## config.mk

```make
export PLATFORM = sky130hd
export DESIGN_NAME = clkctl_top
export DESIGN_NICKNAME = d
export VERILOG_FILES = /design/src/rtl/clkctl_pkg.sv /design/src/rtl/clkctl_sync.sv /design/src/rtl/clkctl_seq.sv /design/src/rtl/clkctl_gate.sv /design/src/rtl/clkctl_top.sv
export SDC_FILE = /design/constraint.sdc
export NUM_CORES = 1
export LEC_CHECK = 0
export BUFFER_PORTS_ARGS = -buffer_cell sky130_fd_sc_hd__buf_2
export CAP_MARGIN = 20
export CELL_PAD_IN_SITES_DETAIL_PLACEMENT = 1
export CELL_PAD_IN_SITES_GLOBAL_PLACEMENT = 1
export CORE_ASPECT_RATIO = 1.2
export CORE_MARGIN = 2
export CORE_UTILIZATION = 36
export CTS_CLUSTER_DIAMETER = 200
export CTS_CLUSTER_SIZE = 28
export DETAILED_ROUTE_END_ITERATION = 16
export PLACE_DENSITY_LB_ADDON = 0.1
export SLEW_MARGIN = 0
export SYNTH_ARGS = -nofsm -noshare
export SYNTH_HDL_FRONTEND = slang
export SYNTH_SLANG_ARGS = --single-unit
export TNS_END_PERCENT = 50
```

## constraint.sdc

```tcl
create_clock -name clk -period 4.4 [get_ports clk]
set_input_delay 0.66 -clock clk [delete_from_list [all_inputs] [get_ports clk]]
set_output_delay 0.66 -clock clk [all_outputs]
set_load 0.02 [all_outputs]
```

## src/rtl/clkctl_pkg.sv

```systemverilog
package clkctl_pkg;

  typedef enum logic [1:0] {
    SEQ_IDLE  = 2'b00,
    SEQ_WAIT  = 2'b01,
    SEQ_RUN   = 2'b10,
    SEQ_PDOWN = 2'b11
  } seq_state_t;

  localparam logic [1:0] MODE_LOBW  = 2'b00;
  localparam logic [1:0] MODE_BYP   = 2'b01;
  localparam logic [1:0] MODE_HIBW  = 2'b11;
  localparam logic [1:0] MODE_RESET = MODE_BYP;
  localparam logic [1:0] FSEL_DFLT  = 2'b00;

  // codes whose bits differ (01, 10) run the path in bypass
  function automatic logic mode_is_bypass(input logic [1:0] m);
    return m[1] ^ m[0];
  endfunction

endpackage

```

## src/rtl/clkctl_sync.sv

```systemverilog
module clkctl_sync #(
  parameter int W = 1,
  parameter int STAGES = 2,
  parameter logic [W-1:0] RST_VAL = '0
) (
  input  logic         clk,
  input  logic         rst_n,
  input  logic [W-1:0] d,
  output logic [W-1:0] q
);

  logic [STAGES-1:0][W-1:0] stg_q;

  always_ff @(posedge clk or negedge rst_n) begin
    if (!rst_n) begin
      stg_q <= {STAGES{RST_VAL}};
    end else begin
      stg_q[0] <= d;
      for (int s = 1; s < STAGES; s++) stg_q[s] <= stg_q[s-1];
    end
  end

  assign q = stg_q[STAGES-1];

endmodule

```

## src/rtl/clkctl_seq.sv

```systemverilog
module clkctl_seq
  import clkctl_pkg::*;
(
  input  logic       clk,
  input  logic       rst_n,
  input  logic       pg_s,
  input  logic       lock_s,
  input  logic [1:0] mode_pin,
  input  logic       sw_mode_en,
  input  logic [1:0] sw_mode,
  output logic       run_ok,
  output logic [1:0] mode_sel,
  output logic [1:0] mode_rb,
  output logic       loop_pd
);

  seq_state_t state_q, state_d;
  logic [1:0] mode_q, mode_d;
  logic       bypass;

  always_comb begin
    mode_sel = sw_mode_en ? sw_mode : mode_q;
    bypass   = mode_is_bypass(mode_sel);
  end

  always_comb begin
    state_d = state_q;
    mode_d  = mode_q;
    unique case (state_q)
      SEQ_IDLE: begin
        if (pg_s) begin
          mode_d  = mode_pin;
          state_d = SEQ_WAIT;
        end
      end
      SEQ_WAIT: begin
        if (!pg_s)                 state_d = SEQ_PDOWN;
        else if (lock_s || bypass) state_d = SEQ_RUN;
      end
      SEQ_RUN: begin
        if (!pg_s) state_d = SEQ_PDOWN;
      end
      SEQ_PDOWN: begin
        if (pg_s) state_d = SEQ_WAIT;
      end
      default: state_d = SEQ_IDLE;
    endcase
  end

  always_ff @(posedge clk or negedge rst_n) begin
    if (!rst_n) begin
      state_q <= SEQ_IDLE;
      mode_q  <= MODE_RESET;
    end else begin
      state_q <= state_d;
      mode_q  <= mode_d;
    end
  end

  always_comb begin
    run_ok  = (state_q == SEQ_RUN);
    mode_rb = mode_q;
    loop_pd = (state_q == SEQ_IDLE) || (state_q == SEQ_PDOWN) || bypass;
  end


  mode_capture_once_chk: assert property (@(posedge clk) disable iff (!rst_n)
    (state_q != SEQ_IDLE) |=> $stable(mode_q));


  lock_wait_chk: assert property (@(posedge clk) disable iff (!rst_n)
    (state_q == SEQ_WAIT && !lock_s && !bypass) |=> (state_q != SEQ_RUN));


  pg_drop_chk: assert property (@(posedge clk) disable iff (!rst_n)
    (!pg_s && (state_q == SEQ_RUN || state_q == SEQ_WAIT)) |=> (state_q == SEQ_PDOWN));

endmodule

```

## src/rtl/clkctl_gate.sv

```systemverilog
module clkctl_gate (
  input  logic clk,
  input  logic rst_n,
  input  logic want,
  input  logic ref_lvl,
  output logic en,
  output logic dif_p,
  output logic dif_n
);

  logic ref_q;
  logic en_q, en_d;

  // the enable moves only at an edge that leaves the true leg low
  always_comb begin
    en_d = en_q;
    if (!ref_lvl) en_d = want;
  end

  always_ff @(posedge clk or negedge rst_n) begin
    if (!rst_n) begin
      ref_q <= 1'b0;
      en_q  <= 1'b0;
    end else begin
      ref_q <= ref_lvl;
      en_q  <= en_d;
    end
  end

  always_comb begin
    en    = en_q;
    dif_p = en_q & ref_q;
    dif_n = en_q & ~ref_q;
  end


  en_moves_low_chk: assert property (@(posedge clk) disable iff (!rst_n)
    !$stable(en_q) |-> !ref_q);


  legs_exclusive_chk: assert property (@(posedge clk) disable iff (!rst_n)
    !(dif_p && dif_n));


  off_low_chk: assert property (@(posedge clk) disable iff (!rst_n)
    !en_q |-> (!dif_p && !dif_n));

endmodule

```

## src/rtl/clkctl_top.sv

```systemverilog
module clkctl_top
  import clkctl_pkg::*;
#(
  parameter int N_OUT = 2,
  parameter int SYNC_STAGES = 2
) (
  input  logic             clk,
  input  logic             rst_n,
  input  logic [N_OUT-1:0] oe_pin_n,
  input  logic             pg_pin,
  input  logic [1:0]       mode_pin,
  input  logic             pll_lock,
  input  logic [N_OUT-1:0] sw_oe,
  input  logic             sw_mode_en,
  input  logic [1:0]       sw_mode,
  input  logic             sw_fsel_en,
  input  logic [1:0]       sw_fsel,
  input  logic             ref_lvl,
  output logic [N_OUT-1:0] dif_p,
  output logic [N_OUT-1:0] dif_n,
  output logic [N_OUT-1:0] out_en,
  output logic [1:0]       mode_sel,
  output logic [1:0]       fsel,
  output logic             loop_pd,
  output logic [1:0]       mode_rb
);

  localparam logic [N_OUT-1:0] OE_OFF = '1;

  logic [N_OUT-1:0] oe_n_s;
  logic [1:0]       ctl_s;
  logic             run_ok;
  logic [N_OUT-1:0] want;

  clkctl_sync #(.W(N_OUT), .STAGES(SYNC_STAGES), .RST_VAL(OE_OFF)) u_oe_sync (
    .clk(clk), .rst_n(rst_n), .d(oe_pin_n), .q(oe_n_s)
  );

  clkctl_sync #(.W(2), .STAGES(SYNC_STAGES), .RST_VAL(2'b00)) u_ctl_sync (
    .clk(clk), .rst_n(rst_n), .d({pll_lock, pg_pin}), .q(ctl_s)
  );

  clkctl_seq u_seq (
    .clk(clk), .rst_n(rst_n),
    .pg_s(ctl_s[0]), .lock_s(ctl_s[1]),
    .mode_pin(mode_pin), .sw_mode_en(sw_mode_en), .sw_mode(sw_mode),
    .run_ok(run_ok), .mode_sel(mode_sel), .mode_rb(mode_rb), .loop_pd(loop_pd)
  );

  always_comb fsel = sw_fsel_en ? sw_fsel : FSEL_DFLT;

  for (genvar g = 0; g < N_OUT; g++) begin : g_out
    always_comb want[g] = run_ok & sw_oe[g] & ~oe_n_s[g];

    clkctl_gate u_gate (
      .clk(clk), .rst_n(rst_n), .want(want[g]), .ref_lvl(ref_lvl),
      .en(out_en[g]), .dif_p(dif_p[g]), .dif_n(dif_n[g])
    );


    en_needs_run_chk: assert property (@(posedge clk) disable iff (!rst_n)
      $rose(out_en[g]) |-> $past(run_ok));
  end

endmodule

```

==> impl_metrics.tcl <==
set metrics [dict create \
    status "finished clean" \
    io_pins 30 \
    vias 476 \
    hold_violations 0 \
    grt_max_degree 16 \
    clock_skew_ps 6.03 \
    dp_hpwl_um 940 \
    nets 103 \
    synth_nets 75 \
    clk_pin_slew_ps 90 \
    clock_sinks 15 \
    power.density_mw_per_mm2 545 \
    insertion_delay_ps 290 \
    drc 0 \
    totalPowerFinal_uw 451 \
    max_freq_mhz 489 \
    row_count 17 \
    synth.area.top_cells "dfrtp_1, dfstp_2, buf_4" \
    firstDrtPassIters 1 \
    design.core.area_mm2 0.00181 \
    async_flop_share_pct 100 \
    path_max_fanout 2 \
    die-area_mm2 0.00225 \
    syn_avg_cell_area_um2 12.3 \
    grt_pass1_vias 439 \
    maxSlewHeadroom_pct 79.5 \
    wirelength_um 1150 \
    gp_congestion 0.703 \
    cp_slowest_stage_delay_ps 230 \
    drv_cap 0 \
    fin_crit_ps 2050 \
    ir_worst_vdd_mv 0.261 \
    timing.final.crit_share_pct 46.5 \
    slew_viol_final 0 \
    clock_path_buffers 2 \
    antenna_found_initial 0 \
    cts_resized 0 \
    drt_iter0_markers 0 \
    ys_seq_area_share_pct 56.3 \
    netlist_area_um2 678 \
    post_cts_buffers 0 \
    nFillCells 219 \
    multiInputGateArea_um2 244 \
    p_leak_nw 0.434 \
    grtUsageTotal_pct 12.6 \
    final.setup.tns_ps 0 \
    cts_hold_buf 0 \
    start_util_pct 37.5 \
    worstPathRequired_ps 3740 \
    seqCellArea_um2 382 \
    critPathBufInv 2 \
    setup.worst_path.class "input port to output port" \
    cp.arrival_ps 1390 \
    path_cells "buf_2 -> xor2_1 -> mux2i_1 -> nand2_1 -> buf_2" \
    yosys-top-cells-count "dfrtp_1, buf_4, nand2_1, dfstp_2" \
    die_w_um 43.6 \
    tightestPinTransition_ps 307 \
    synth_edf_count 0 \
    overflow 0 \
    yosys_warnings 0 \
    ys_ff_latch 15 \
    cts-htree-levels 1 \
    diodes 0 \
    synth_top_cell_by_area "dfrtp_1" \
    yosys.area.top_type_share_pct 36.9 \
    slowest_stage "mux2i_1" \
    syn_inst 55 \
    hp-class "input port to async pin" \
    layout-drive-gt1-share_pct 52.4 \
    cts_root_buffer "clkbuf_4" \
    area_growth_pct 22.1 \
    wl_per_cell_um 11.4 \
    synth-main-ff-cell "dfrtp_1" \
    crit_top_cell "buf_2" \
    cts_buffers 3 \
    ys_types 18 \
    cpLargestDelayFamily "buffers and inverters" \
    yosysMostFrequentCell "dfrtp_1" \
    finalSetupViolations 0 \
    portBuffers 29 \
    viasPerCell 4.71 \
    tritoncts "done" \
    startpoint_type "input port" \
    grt_pass1_wl_um 1910 \
    rsz0062_at_grt "no" \
    ant_nets 0 \
    fp.dieH_um 51.5 \
    worst_setup_path_end_kind "output port" \
]
==> kinds of logic after synthesis <==
family | Yosys count | synth area share [%]
buffers and inverters | 8 | 7.75
adder cells (fa/ha/maj) | 3 | 5.54
multiplexers | 6 | 10.3
flip-flops | 15 | 56.3
AO/OA/AOI/OAI | 5 | 4.61
XOR/XNOR | 2 | 2.58
AND/OR/NAND/NOR | 16 | 12.9
==> through the flow <==
stage / instances / area (um2) / setup slack, ps / util [%] / hold WS (ps)
2_1_floorplan: 55 / 678 / 2580 / - / 331
3_3_place_gp: 97 / 802 / 2360 / 44.4 / 333
3_5_place_dp: 97 / 802 / 2340 / 44.4 / 336
4_1_cts: 101 / 828 / 2320 / 45.8 / 240
5_1_grt: 101 / 828 / 2250 / 45.8 / 263
6_report: 101 / 828 / 2350 / 45.8 / 245
==> cell usage in the layout, fill, tap and decap left out <==
cell / count
buf_2: 29
dfrtp_1: 10
nand2_1: 6
dfstp_2: 5
mux2_2: 4
and2_1: 4
o21ai_0: 3
ha_1: 3
clkbuf_4: 3
inv_1: 2
nor2b_1: 2
xor2_1: 2
nand3b_1: 2
mux2i_1: 1
and3b_1: 1
nor2_1: 1
a21oi_1: 1
a21boi_2: 1
mux2_4: 1
clkbuf_1: 1
==> report_power, final <==
part	leakage, nW	switching (mW)	total (mW)	internal (mW)
logic	0.246	0.100	0.185	0.0850
registers	0.173	0.0194	0.188	0.169
clock network	0.0150	0.0429	0.0782	0.0353
==> layout make-up <==
type	instances	share of cell area [%]
clock buffers	4	3.17
inverters	2	0.906
multi-input cells	32	29.5
flip-flops and latches	15	46.1
well taps	19	2.87
repair buffers	29	17.5
==> flip-flops by register name (all words and copies together), names as in the netlist <==
register	count
u_ctl_sync.q	2
u_seq.state_q	2
u_oe_sync.q	2
u_seq.mode_rb	2
u_ctl_sync.stg_q	2
u_oe_sync.stg_q	2
g_out.u_gate.ref_q	1
g_out.u_gate.en	2
==> final timing paths <==
check	depth (start not counted)	to	slack (ps)	start
max	5	loop_pd	2350	sw_mode[0]
min	1	u_ctl_sync.stg_q[1]	250	rst_n
max reg2reg	6	u_seq.state_q[1]	2800	u_seq.state_q[1]
min reg2reg	0	u_ctl_sync.q[0]	350	u_ctl_sync.stg_q[0]
max in group asynchronous	1	u_oe_sync.q[0]	3860	rst_n
min in group clk	0	u_ctl_sync.q[0]	350	u_ctl_sync.stg_q[0]
==> routing by layer <==
layer	routed length, um	vias to the layer above	track usage (%)
li1	-	227	-
met2	588	22	21.1
met4	51	0	12.1
met5	0	-	0
met1	426	222	12.3
met3	85	5	3.13
Power figures use the tool's default switching activity.
